$ cat config.mk
export PLATFORM = sky130hd
export DESIGN_NAME = gpio_glitch_filter
export DESIGN_NICKNAME = d
export VERILOG_FILES = /design/src/rtl/gf_pkg.sv /design/src/rtl/gf_sync.sv /design/src/rtl/gf_prescale.sv /design/src/rtl/gf_fsm.sv /design/src/rtl/gpio_glitch_filter.sv
export SDC_FILE = /design/constraint.sdc
export NUM_CORES = 1
export LEC_CHECK = 0
export ABC_CLOCK_PERIOD_IN_PS = 3100
export BUFFER_PORTS_ARGS = -buffer_cell sky130_fd_sc_hd__buf_4
export CAP_MARGIN = 30
export CORE_MARGIN = 4
export CORE_UTILIZATION = 35
export CTS_CLUSTER_DIAMETER = 50
export CTS_CLUSTER_SIZE = 25
export DETAILED_ROUTE_END_ITERATION = 16
export SLEW_MARGIN = 20
export SYNTH_ARGS = -nofsm -noshare
export SYNTH_HDL_FRONTEND = slang
export SYNTH_HIERARCHICAL = 1
export SYNTH_SLANG_ARGS = --single-unit
$ cat constraint.sdc
create_clock -name clk -period 3.1 [get_ports clk]
set_input_delay 0.465 -clock clk [delete_from_list [all_inputs] [get_ports clk]]
set_output_delay 0.465 -clock clk [all_outputs]
set_load 0.01 [all_outputs]
$ cat src/rtl/gf_pkg.sv
package gf_pkg;

    typedef enum logic [1:0] {
        GF_PRIME = 2'd0,
        GF_HOLD  = 2'd1,
        GF_QUAL  = 2'd2
    } gf_state_e;

endpackage

$ cat src/rtl/gf_sync.sv
module gf_sync #(
    parameter int STAGES = 2
) (
    input  logic clk,
    input  logic rst_n,
    input  logic d_i,
    output logic q_o
);

    logic [STAGES-1:0] chain_q;

    generate
        for (genvar i = 0; i < STAGES; i++) begin : g_stage
            if (i == 0) begin : g_first
                always_ff @(posedge clk or negedge rst_n) begin
                    if (!rst_n) chain_q[0] <= 1'b0;
                    else        chain_q[0] <= d_i;
                end
            end else begin : g_next
                always_ff @(posedge clk or negedge rst_n) begin
                    if (!rst_n) chain_q[i] <= 1'b0;
                    else        chain_q[i] <= chain_q[i-1];
                end
            end
        end
    endgenerate

    assign q_o = chain_q[STAGES-1];

endmodule

$ cat src/rtl/gf_prescale.sv
module gf_prescale #(
    parameter int SEL_W = 4
) (
    input  logic             clk,
    input  logic             rst_n,
    input  logic             clr_i,
    input  logic             adv_i,
    input  logic [SEL_W-1:0] sel_i,
    output logic             wrap_o,
    output logic             zero_o
);

    localparam int PRE_W = (1 << SEL_W) - 1;

    logic [PRE_W-1:0] pre_q;
    logic [PRE_W:0]   one_sh;
    logic [PRE_W:0]   full_mask;
    logic [PRE_W-1:0] mask;

    always_comb begin
        one_sh    = (PRE_W+1)'(1) << sel_i;
        full_mask = one_sh - (PRE_W+1)'(1);
        mask      = full_mask[PRE_W-1:0];
    end

    assign wrap_o = (pre_q == mask);
    assign zero_o = (pre_q == '0);

    always_ff @(posedge clk or negedge rst_n) begin
        if (!rst_n) begin
            pre_q <= '0;
        end else if (clr_i) begin
            pre_q <= '0;
        end else if (adv_i) begin
            pre_q <= wrap_o ? '0 : pre_q + PRE_W'(1);
        end
    end

endmodule

$ cat src/rtl/gf_fsm.sv
module gf_fsm
    import gf_pkg::*;
#(
    parameter int CNT_W  = 4,
    parameter int STAGES = 2
) (
    input  logic             clk,
    input  logic             rst_n,
    input  logic             lvl_i,
    input  logic [CNT_W-1:0] cnt_i,
    input  logic             wrap_i,
    input  logic             pre_zero_i,
    output logic             pre_clr_o,
    output logic             pre_adv_o,
    output logic             filt_o
);

    localparam int FILL_W = $clog2(STAGES + 1);

    gf_state_e         state_q, state_d;
    logic [FILL_W-1:0] fill_q, fill_d;
    logic [CNT_W-1:0]  tick_q, tick_d;
    logic              filt_q, filt_d;
    logic              differ;
    logic              last_clk;

    assign differ   = (lvl_i != filt_q);
    assign last_clk = wrap_i && (tick_q == cnt_i);

    always_ff @(posedge clk or negedge rst_n) begin
        if (!rst_n) begin
            state_q <= GF_PRIME;
            fill_q  <= '0;
            tick_q  <= '0;
            filt_q  <= 1'b0;
        end else begin
            state_q <= state_d;
            fill_q  <= fill_d;
            tick_q  <= tick_d;
            filt_q  <= filt_d;
        end
    end

    always_comb begin
        state_d   = state_q;
        fill_d    = fill_q;
        tick_d    = tick_q;
        filt_d    = filt_q;
        pre_clr_o = 1'b0;
        pre_adv_o = 1'b0;
        unique case (state_q)
            GF_PRIME: begin
                pre_clr_o = 1'b1;
                tick_d    = '0;
                if (fill_q == FILL_W'(STAGES)) begin
                    filt_d  = lvl_i;
                    state_d = GF_HOLD;
                end else begin
                    fill_d = fill_q + FILL_W'(1);
                end
            end
            GF_HOLD, GF_QUAL: begin
                if (!differ) begin
                    pre_clr_o = 1'b1;
                    tick_d    = '0;
                    state_d   = GF_HOLD;
                end else if (last_clk) begin
                    pre_clr_o = 1'b1;
                    tick_d    = '0;
                    filt_d    = lvl_i;
                    state_d   = GF_HOLD;
                end else begin
                    pre_adv_o = 1'b1;
                    tick_d    = tick_q + CNT_W'(wrap_i);
                    state_d   = GF_QUAL;
                end
            end
            default: begin
                pre_clr_o = 1'b1;
                tick_d    = '0;
                state_d   = GF_PRIME;
            end
        endcase
    end

    assign filt_o = filt_q;

    // output stays low while priming
    a_r1_prime_low: assert property (@(posedge clk) disable iff (!rst_n)
        (state_q == GF_PRIME) |-> !filt_q);

    // any change after priming follows a disagreement on the prior edge
    a_r3_flip_needs_differ: assert property (@(posedge clk) disable iff (!rst_n)
        ($past(state_q) != GF_PRIME && !$stable(filt_q)) |->
        ($past(lvl_i) != $past(filt_q)));

    // agreement restarts both counters
    a_r4_restart: assert property (@(posedge clk) disable iff (!rst_n)
        (state_q != GF_PRIME && lvl_i == filt_q) |=> (tick_q == '0 && pre_zero_i));

    // a single-clock window accepts on the first disagreeing edge
    a_r5_single_clock: assert property (@(posedge clk) disable iff (!rst_n)
        (state_q != GF_PRIME && wrap_i && cnt_i == '0 && differ) |=>
        (filt_q == $past(lvl_i)));

endmodule

$ cat src/rtl/gpio_glitch_filter.sv
module gpio_glitch_filter #(
    parameter int SYNC_STAGES = 2,
    parameter int SEL_W       = 4,
    parameter int CNT_W       = 4
) (
    input  logic             clk,
    input  logic             rst_n,
    input  logic             pin_raw,
    input  logic [SEL_W-1:0] flt_sel,
    input  logic [CNT_W-1:0] flt_cnt,
    input  logic             pol_inv,
    output logic             pin_filt
);

    logic pin_sync;
    logic lvl_eff;
    logic pre_clr;
    logic pre_adv;
    logic pre_wrap;
    logic pre_zero;

    gf_sync #(.STAGES(SYNC_STAGES)) u_sync (
        .clk   (clk),
        .rst_n (rst_n),
        .d_i   (pin_raw),
        .q_o   (pin_sync)
    );

    assign lvl_eff = pin_sync ^ pol_inv;

    gf_prescale #(.SEL_W(SEL_W)) u_pre (
        .clk    (clk),
        .rst_n  (rst_n),
        .clr_i  (pre_clr),
        .adv_i  (pre_adv),
        .sel_i  (flt_sel),
        .wrap_o (pre_wrap),
        .zero_o (pre_zero)
    );

    gf_fsm #(.CNT_W(CNT_W), .STAGES(SYNC_STAGES)) u_fsm (
        .clk        (clk),
        .rst_n      (rst_n),
        .lvl_i      (lvl_eff),
        .cnt_i      (flt_cnt),
        .wrap_i     (pre_wrap),
        .pre_zero_i (pre_zero),
        .pre_clr_o  (pre_clr),
        .pre_adv_o  (pre_adv),
        .filt_o     (pin_filt)
    );

endmodule

; Word-level counts from Yosys, hierarchy flattened
; Cells that the tools add are included.
[op_classes]
addsub = 4
multipliers = 0
n_div = 0
magnitude_cmp = 0
eq_ne = 9
n_shift = 1
muxes = 20
bitwise_logic = 2
n_reduce_logical = 7
[ops]
columns = op, count
row1 = 2-to-1 mux 15 bit, 3
row2 = adder 15 x 1 -> 15 bit (second input constant), 1
row3 = equality test 15 bit, 1
row4 = left shift 1 x 4 -> 15 bit (first input constant), 1
row5 = subtractor 15 x 1 -> 15 bit (second input constant), 1
row6 = 2-to-1 mux 4 bit, 3
row7 = 2-to-1 mux 1 bit, 9
row8 = 2-to-1 mux 2 bit, 3
row9 = != test 2 x 1 -> 1 bit (second input constant), 3
row10 = adder 4 x 1 -> 4 bit, 1
row11 = equality test 2 bit (second input constant), 2
row12 = equality test 4 bit, 1
row13 = one-hot mux 2 bit (2 select lines), 1
row14 = AND reduction 4 bit, 1
row15 = nonzero test 2 bit, 2
row16 = adder 2 x 1 -> 2 bit (second input constant), 1
row17 = equality test 2 x 1 -> 1 bit (second input constant), 1
row18 = zero test 2 bit, 1
row19 = one-hot mux 1 bit (2 select lines), 1
row20 = AND reduction 2 bit, 1
row21 = OR reduction 2 bit, 1
row22 = logical AND 1 bit, 1
row23 = != test 1 bit, 1
row24 = inverter 1 bit, 1
row25 = bitwise XOR 1 bit, 1
[word_totals]
ff_bits = 26
latchBits = 0
ram_bits = 0
romBits = 0
word_cells = 50
memories = 0

; Depth between registers and ports, before layout
; Gate-level depths: netlist (run 1).
[depth]
depth_word = 9
depth_mapped = 20

; Modules after synthesis
; Netlist (run 1), hierarchy kept.
[by_module_without_submodules]
columns = mod, instances, cells_per_inst, area_per_inst_um2, seq_area_each_um2
row1 = gf_prescale, 1, 163, 1496.4, 375.4
row2 = gf_fsm, 1, 52, 535.5, 225.2
row3 = gf_sync, 1, 2, 50.0, 50.0
row4 = gpio_glitch_filter, 1, 1, 8.8, 0.0

; Worst setup path before layout (run 1)
; No wires, ideal clock.
[synth_timing]
kind = in2reg
start = in flt_sel[3]
end = reg u_pre.pre_q[5]
arrival_time_ns = 3.729
t_required_ns = 2.980
setup_slack_ns = -0.749
path_stages = 19
path_cell_list = buf_6 > or4_4 > ha_1 > buf_6 > nor3_1 > o211ai_1 > and3_2 > nor4_1 > nand2_1 > nor3_1 > nand2_1 > o211ai_2 > inv_1 > buf_6 > inv_1 > nor3_1 > nand4_1 > xor2_1 > nor3_2
[synth_between]
elab_chain_len = 8
word_cells_on_any_way = 14
classes_between = 1 x add/sub / 1 x eq/ne / 1 x shift / 9 x mux / 2 x reduce/logical
[synth_lines]
columns = element, line
row1 = from (decl), gpio_glitch_filter.sv:9  ; input logic [SEL_W-1:0] flt_sel,
row2 = left shift 1 x 4 -> 15 bit (*), gf_prescale.sv:21  ; one_sh = (PRE_W+1)'(1) << sel_i;
row3 = subtractor 15 x 1 -> 15 bit (*), gf_prescale.sv:22  ; full_mask = one_sh - (PRE_W+1)'(1);
row4 = equality test 15 bit (*), gf_prescale.sv:26  ; assign wrap_o = (pre_q == mask);
row5 = named net pre_wrap, gpio_glitch_filter.sv:19  ; logic pre_wrap;
row6 = logical AND 1 bit (*), gf_fsm.sv:28  ; assign last_clk = wrap_i && (tick_q == cnt_i);
row7 = 2-to-1 mux 1 bit (*), gf_fsm.sv:67  ; end else if (last_clk) begin
row8 = 2-to-1 mux 1 bit (*), gf_fsm.sv:63  ; if (!differ) begin
row9 = 2-to-1 mux 1 bit (*), gf_fsm.sv:51  ; unique case (state_q)
row10 = named net pre_clr, gpio_glitch_filter.sv:17  ; logic pre_clr;
row11 = 2-to-1 mux 15 bit or nonzero test 2 bit (tied branches), --
row12 = to (signal assigned), gf_prescale.sv:35  ; pre_q <= wrap_o ? '0 : pre_q + PRE_W'(1);
row13 = to (decl), gf_prescale.sv:15  ; logic [PRE_W-1:0] pre_q;
; Mark *: on every way through the listed nets, which the timed path passes. The rest lies on a longest branch. The select of a mux whose other input is x is not followed.
; A chain may end at the register's enable or synchronous reset.

; Worst setup path in the final report (run 1)
[layout_timing]
start = in flt_sel[1]
end = reg u_pre.pre_q[4]
; Same word-level chain as after synthesis.

==> summary.md, run 1 <==
| Metric | Value |
|---|---|
| Status | `complete, but fails checks` |
| Failing checks | `setup timing` |
| Mapped Area | `2060 sq um` |
| RSZ-0062 raised after global routing | `true` |
| Count of final hold-check violations | `0` |
| Largest net degree at the start of global routing | `27` |
| Drt wl/cell | `14.2 um` |
| Total power | `1100 uW` |
| Final Critical Period | `3.13 ns` |
| Routability Congestion | `0.808` |
| Final worst-path cycle share | `101%` |
| DIE AREA | `7170 sq um` |
| Crit. End Element | `register` |
| I/O pins | `13` |
| Die X-Extent | `84.7 um` |
| Critical path depth | `15` |
| Met3 WL | `52 um` |
| Peak VDD IR | `183 uV` |
| Clk root buf | `clkbuf_8` |
| Clock Latency Late Sink | `0.27 ns` |
| CP Class | `input port to register` |
| Synth Warn # | `6` |
| Iteration-0 DRC Markers | `106` |
| Synthesis-to-finish area growth | `17.6%` |
| CP bufs+invs | `3` |
| Power per cell area | `455 nW/um^2` |
| TritonCTS Buffers | `3` |
| Crit-path cells | `buf_8, or4_4, ha_4, xnor2_2, xnor2_1, a2111oi_2, o211ai_1, nor3_2, nand2_1, o211ai_2, inv_2, buf_4, nand4_1, xor2_1, nor3_2` |
| Starting density of the core | `36.7%` |
| DR vias/cell | `5.19` |
| Dpl hpwl | `3150 um` |
| Die H | `84.7 um` |
| CTS Sinks | `26` |
| Aggregate global-route resource usage | `12.5%` |
| Startpoint Class | `input port` |
| CP most frequent cell | `nor3_2` |
| Max-slew violations | `0` |
| Post-Place Worst Slack | `-0.495 ns` |
| Core footprint | `5610 sq um` |
| Relative slew margins | `74.8%` |
| Filler Cells Inserted | `567` |
| Minimum hold slack | `0.0874 ns` |
| Layout cell share with drive strength beyond 1 | `32.8%` |
| Slowest Stage Delay on Critical Path | `0.54 ns` |
| H-tree Lvls | `1` |
| Crit path required time | `3.25 ns` |
| Syn avg cell area | `9.66 sq um` |
| Register area | `651 sq um` |
| Routed WL | `4370 um` |
| First-pass GRT wire length | `7530 um` |
| Cells after Synth | `213` |
| Post-Layout Cell Count | `307` |
| Final clock skew | `0.00376 ns` |
| Multi-input gate area | `1280 sq um` |
| Worst EP arrival | `3.29 ns` |
| IO buf count | `12` |
| Final ANT Viol Nets | `0` |
| First-pass DRT Iterations | `4` |
| Hold WC Path Type | `input port to asynchronous set/reset pin` |
| LEAKAGE | `0.000956 uW` |
| Reg2Reg Depth | `11` |
| Largest buffer count on any clock path | `2` |
| GR Overflow Total | `0` |
| Vias in the first global route | `1,602` |
| Num rows | `27` |
| Cts hold-fix bufs | `0` |
| Setup violations, final | `7` |
| Slowest CP cell | `or4_4` |
| Final worst slack | `-0.0326 ns` |
| CP delay by family, top | `simple AND/OR/NAND/NOR gates` |
| Syn nets | `233` |
| Worst Tran Pin Value | `0.368 ns` |
| Vias | `1,593` |
| Antenna Diode Count | `0` |
| Clock slew at reported path FFs | `0.09 ns` |
| Crit-path max FO | `8` |
| Final TNS setup | `-0.161 ns` |
| Residual DRC | `0` |
| Met2 Wirelength | `2200 um` |
| CTS tree | `built` |
| M1 WL | `2060 um` |
| Final nets | `256` |
| Initial antenna violation count | `0` |
| Post-placement cell count | `296` |
| Max-Cap Viols | `0` |
| F_max | `0.319 GHz` |
| Top Layer Used | `met4` |
[routing by layer]
metal | GRT usage [%] | vias to the layer above
met4 | 3.88 | 0
li1 | - | 806
met5 | 0 | -
met3 | 0.589 | 4
met2 | 21.5 | 19
met1 | 16.8 | 764
[where the power goes]
group	internal, uW	leakage, uW	switching [uW]	total [uW]
sequential	373	0.000349	19.8	393
clock	173	0.0000357	108	281
combinational	181	0.000572	246	427
[final cells by class]
type,count,area share (%)
tap,72,3.72
sequential,26,26.9
timing repair buffer,34,11.7
inverter,11,1.81
clock inverter,1,1.24
clock buffer,3,1.71
multi-input combinational,160,52.9
[worst register-to-register path, stage by stage (launching register included)]
cell	delay [ns]
dfrtp_1	0.50
or4b_1	0.54
o211ai_1	0.14
o211ai_1	0.17
nor3_2	0.26
nand2_1	0.12
o211ai_2	0.20
inv_2	0.12
buf_4	0.15
nand4_1	0.10
xor2_1	0.19
nor3_2	0.06
[repair_timing]
action / CTS / global route
setup endpoints to repair: 15 / 20
buffers inserted: 4 / 3
resized for setup: 9 / 7
endpoints found under the hold margin: 0 / 0
pin swaps: 1 / 8
[sequential cells by signal (all words and copies together) (netlist names)]
register        flops
u_pre/pre_q        15
u_fsm/tick_q        4
u_fsm/fill_q        2
u_fsm/state_q       2
u_fsm/filt_o        1
u_sync/chain_q      1
u_sync/q_o          1
[worst paths after layout]
path,slack [ns],endpoint,startpoint
min in group clk,0.30,u_sync/chain_q[0]$_DFF_PN0_,pin_raw
max in group asynchronous,2.75,u_pre/pre_q[8]$_DFFE_PN0P_,rst_n
setup reg to reg,0.45,u_pre/pre_q[4]$_DFFE_PN0P_,u_pre/pre_q[12]$_DFFE_PN0P_
setup / recovery,-0.03,u_pre/pre_q[4]$_DFFE_PN0P_,flt_sel[1]
hold / removal,0.09,u_fsm/tick_q[2]$_DFF_PN0_,rst_n
hold reg to reg,0.36,u_sync/q_o$_DFF_PN0_,u_sync/chain_q[0]$_DFF_PN0_
[through the flow]
| stage | util, % | instance area [sq um] |
|---|---|---|
| 2_1_floorplan | - | 2110 |
| 3_3_place_gp | 39.8 | 2230 |
| 3_5_place_dp | 39.8 | 2230 |
| 4_1_cts | 42.1 | 2360 |
| 5_1_grt | 43.2 | 2420 |
| 6_report | 43.2 | 2420 |
[cells in the final DEF (no fill, tap or decap), types with 4 or more instances in the layout]
| cell type | count |
|---|---|
| o211ai_1 | 5 |
| nor2_1 | 10 |
| o21ai_0 | 6 |
| ha_1 | 7 |
| buf_4 | 30 |
| a21oi_1 | 4 |
| inv_1 | 9 |
| nand3_1 | 5 |
| dfrtp_1 | 26 |
| nor3_2 | 13 |
| nor3_1 | 6 |
| xnor2_1 | 12 |
| xor2_1 | 13 |
| nand4_1 | 5 |
| nand2_1 | 12 |
Power figures use the tool's default switching activity.
==> inputs of run 2 (changes only) <==
- ABC_AREA: not set -> 1
- CORE_UTILIZATION: 35 -> 50
- PLACE_DENSITY: not set -> 0.7
==> summary.md, run 2 <==
| Metric | Value |
|---|---|
| Relative slew margins | `69.3%` |
| IO buf count | `12` |
| Core footprint | `4350 sq um` |
| Crit-path max FO | `10` |
| Largest net degree at the start of global routing | `27` |
| Layout cell share with drive strength beyond 1 | `15.9%` |
| Max-Cap Viols | `0` |
| Final nets | `391` |
| F_max | `0.365 GHz` |
| Worst EP arrival | `2.95 ns` |
| Count of final hold-check violations | `0` |
| Aggregate global-route resource usage | `19.0%` |
| Max-slew violations | `0` |
| Clock Latency Late Sink | `0.28 ns` |
| DR vias/cell | `4.94` |
| Final TNS setup | `0 ns` |
| Final worst-path cycle share | `88.3%` |
| Commonest non-fill, non-tap cell in the layout | `nand2_1` |
| LEAKAGE | `0.00137 uW` |
| I/O pins | `13` |
| Largest regs | `u_pre/pre_q (15), u_fsm/tick_q (4)` |
| Iteration-0 DRC Markers | `125` |
| Vias | `2,086` |
| Syn avg cell area | `6.40 sq um` |
| Setup violations, final | `0` |
| Syn nets | `369` |
| Peak VDD IR | `389 uV` |
| CTS tree | `built` |
| Cells after Synth | `349` |
| Startpoint Class | `input port` |
| Dpl hpwl | `3820 um` |
| Hold WC Path Type | `input port to asynchronous set/reset pin` |
| GR Overflow Total | `0` |
| Post-CTS Setup Bufs | `0` |
| Post-layout util | `57.5%` |
| Synth Warn # | `6` |
| Mapped Area | `2230 sq um` |
| Power per cell area | `440 nW/um^2` |
| CTS Sinks | `26` |
| Final Critical Period | `2.74 ns` |
| Clk root buf | `clkbuf_8` |
| Drt wl/cell | `11.4 um` |
| Final clock skew | `0.0106 ns` |
| Largest buffer count on any clock path | `2` |
| Placed Area | `2430 sq um` |
| Initial antenna violation count | `0` |
| Antenna Diode Count | `0` |
| Largest register FFs | `15` |
| Total power | `1100 uW` |
| Synthesis-to-finish area growth | `12.0%` |
| Largest reg by FF count | `u_pre/pre_q` |
| CP Class | `input port to register` |
| Final ANT Viol Nets | `0` |
| RSZ-0062 raised after global routing | `false` |
| Vias in the first global route | `1,930` |
| TritonCTS Buffers | `3` |
| Die H | `74.9 um` |
| DIE AREA | `5600 sq um` |
| Residual DRC | `0` |
| Clock slew at reported path FFs | `0.10 ns` |
| Die X-Extent | `74.9 um` |
| Num rows | `24` |
| First-pass GRT wire length | `8290 um` |
| Worst Tran Pin Value | `0.461 ns` |
| First-pass DRT Iterations | `4` |
| Routability Congestion | `0.935` |
| Routed WL | `4830 um` |
| H-tree Lvls | `1` |
| Final Instance Area | `2500 sq um` |
| Filler Cells Inserted | `418` |
| Starting density of the core | `51.3%` |
| Crit. End Element | `register` |
| Most frequent cells in the layout | `nand2_1 (130), inv_1 (50), nand3_1 (34)` |
| Crit path required time | `3.32 ns` |
| Status | `completed` |
==> run 2: area by class of cell <==
type                    count  area, sq um  area share [%]
multi-input cells         261         1330            53.0
flip-flops and latches     26          651            26.0
inverters                  55          209            8.35
repair buffers             24          180            7.20
well taps                  52         65.1            2.60
clock buffers               3         41.3            1.65
clock inverters             1         30.0            1.20
==> run 2: layer usage <==
metal  global-route usage, %  vias to the layer above  wire, um
met1                    27.4                      910      2360
met4                    6.92                        0       109
met5                       0                        -         0
met3                    2.80                       12       236
li1                        -                     1121         -
met2                    28.8                       43      2120
==> run 2: worst max-delay path: stages <==
cell      delay [ns]
buf_4           0.12
nor2_4          0.14
nand2_1         0.09
ha_1            0.31
nor2_1          0.10
nand3b_1        0.11
nor2_1          0.06
nand2_1         0.05
nor2_1          0.04
nand2_1         0.07
nor2_2          0.04
nand2_2         0.07
inv_1           0.05
nand2_1         0.07
nor2_2          0.05
nand3_2         0.07
nand3_2         0.09
inv_2           0.07
inv_1           0.04
nor2_2          0.36
inv_1           0.17
a21oi_1         0.18
nand3_2         0.08
nand2_1         0.06
==> run 2: per-stage QoR <==
stage | instances | hold slack (ns) | setup slack, ns
5_1_grt | 422 | 0.0940 | 0.0741
3_5_place_dp | 418 | 0.343 | -0.148
3_3_place_gp | 418 | 0.338 | -0.0645
6_report | 422 | 0.0753 | 0.364
4_1_cts | 422 | 0.0885 | 0.122
2_1_floorplan | 349 | 0.169 | 0.0476
==> run 2: repair_timing <==
item,4_1_cts,5_1_grt
setup endpoints to repair,0,7
hold buffers,0,0
gates resized for setup,0,1
==> run 2: final timing paths <==
| check | startpoint | endpoint | slack [ns] | cells after the start |
|---|---|---|---|---|
| max | flt_sel[3] | u_pre/pre_q[8]$_DFFE_PN0P_ | 0.36 | 24 |
| min | rst_n | u_fsm/filt_o$_DFFE_PN0P_ | 0.08 | 1 |
| max reg2reg | u_pre/pre_q[6]$_DFFE_PN0P_ | u_pre/pre_q[8]$_DFFE_PN0P_ | 0.67 | 19 |
| min reg2reg | u_sync/chain_q[0]$_DFF_PN0_ | u_sync/q_o$_DFF_PN0_ | 0.36 | 0 |
| max in group asynchronous | rst_n | u_pre/pre_q[12]$_DFFE_PN0P_ | 2.77 | 1 |
| min in group clk | pin_raw | u_sync/chain_q[0]$_DFF_PN0_ | 0.28 | 1 |
==> run 2: report_power, final <==
group	switching (uW)	total, uW	internal (uW)
combinational	267	425	159
clock	113	286	173
sequential	23.5	389	365
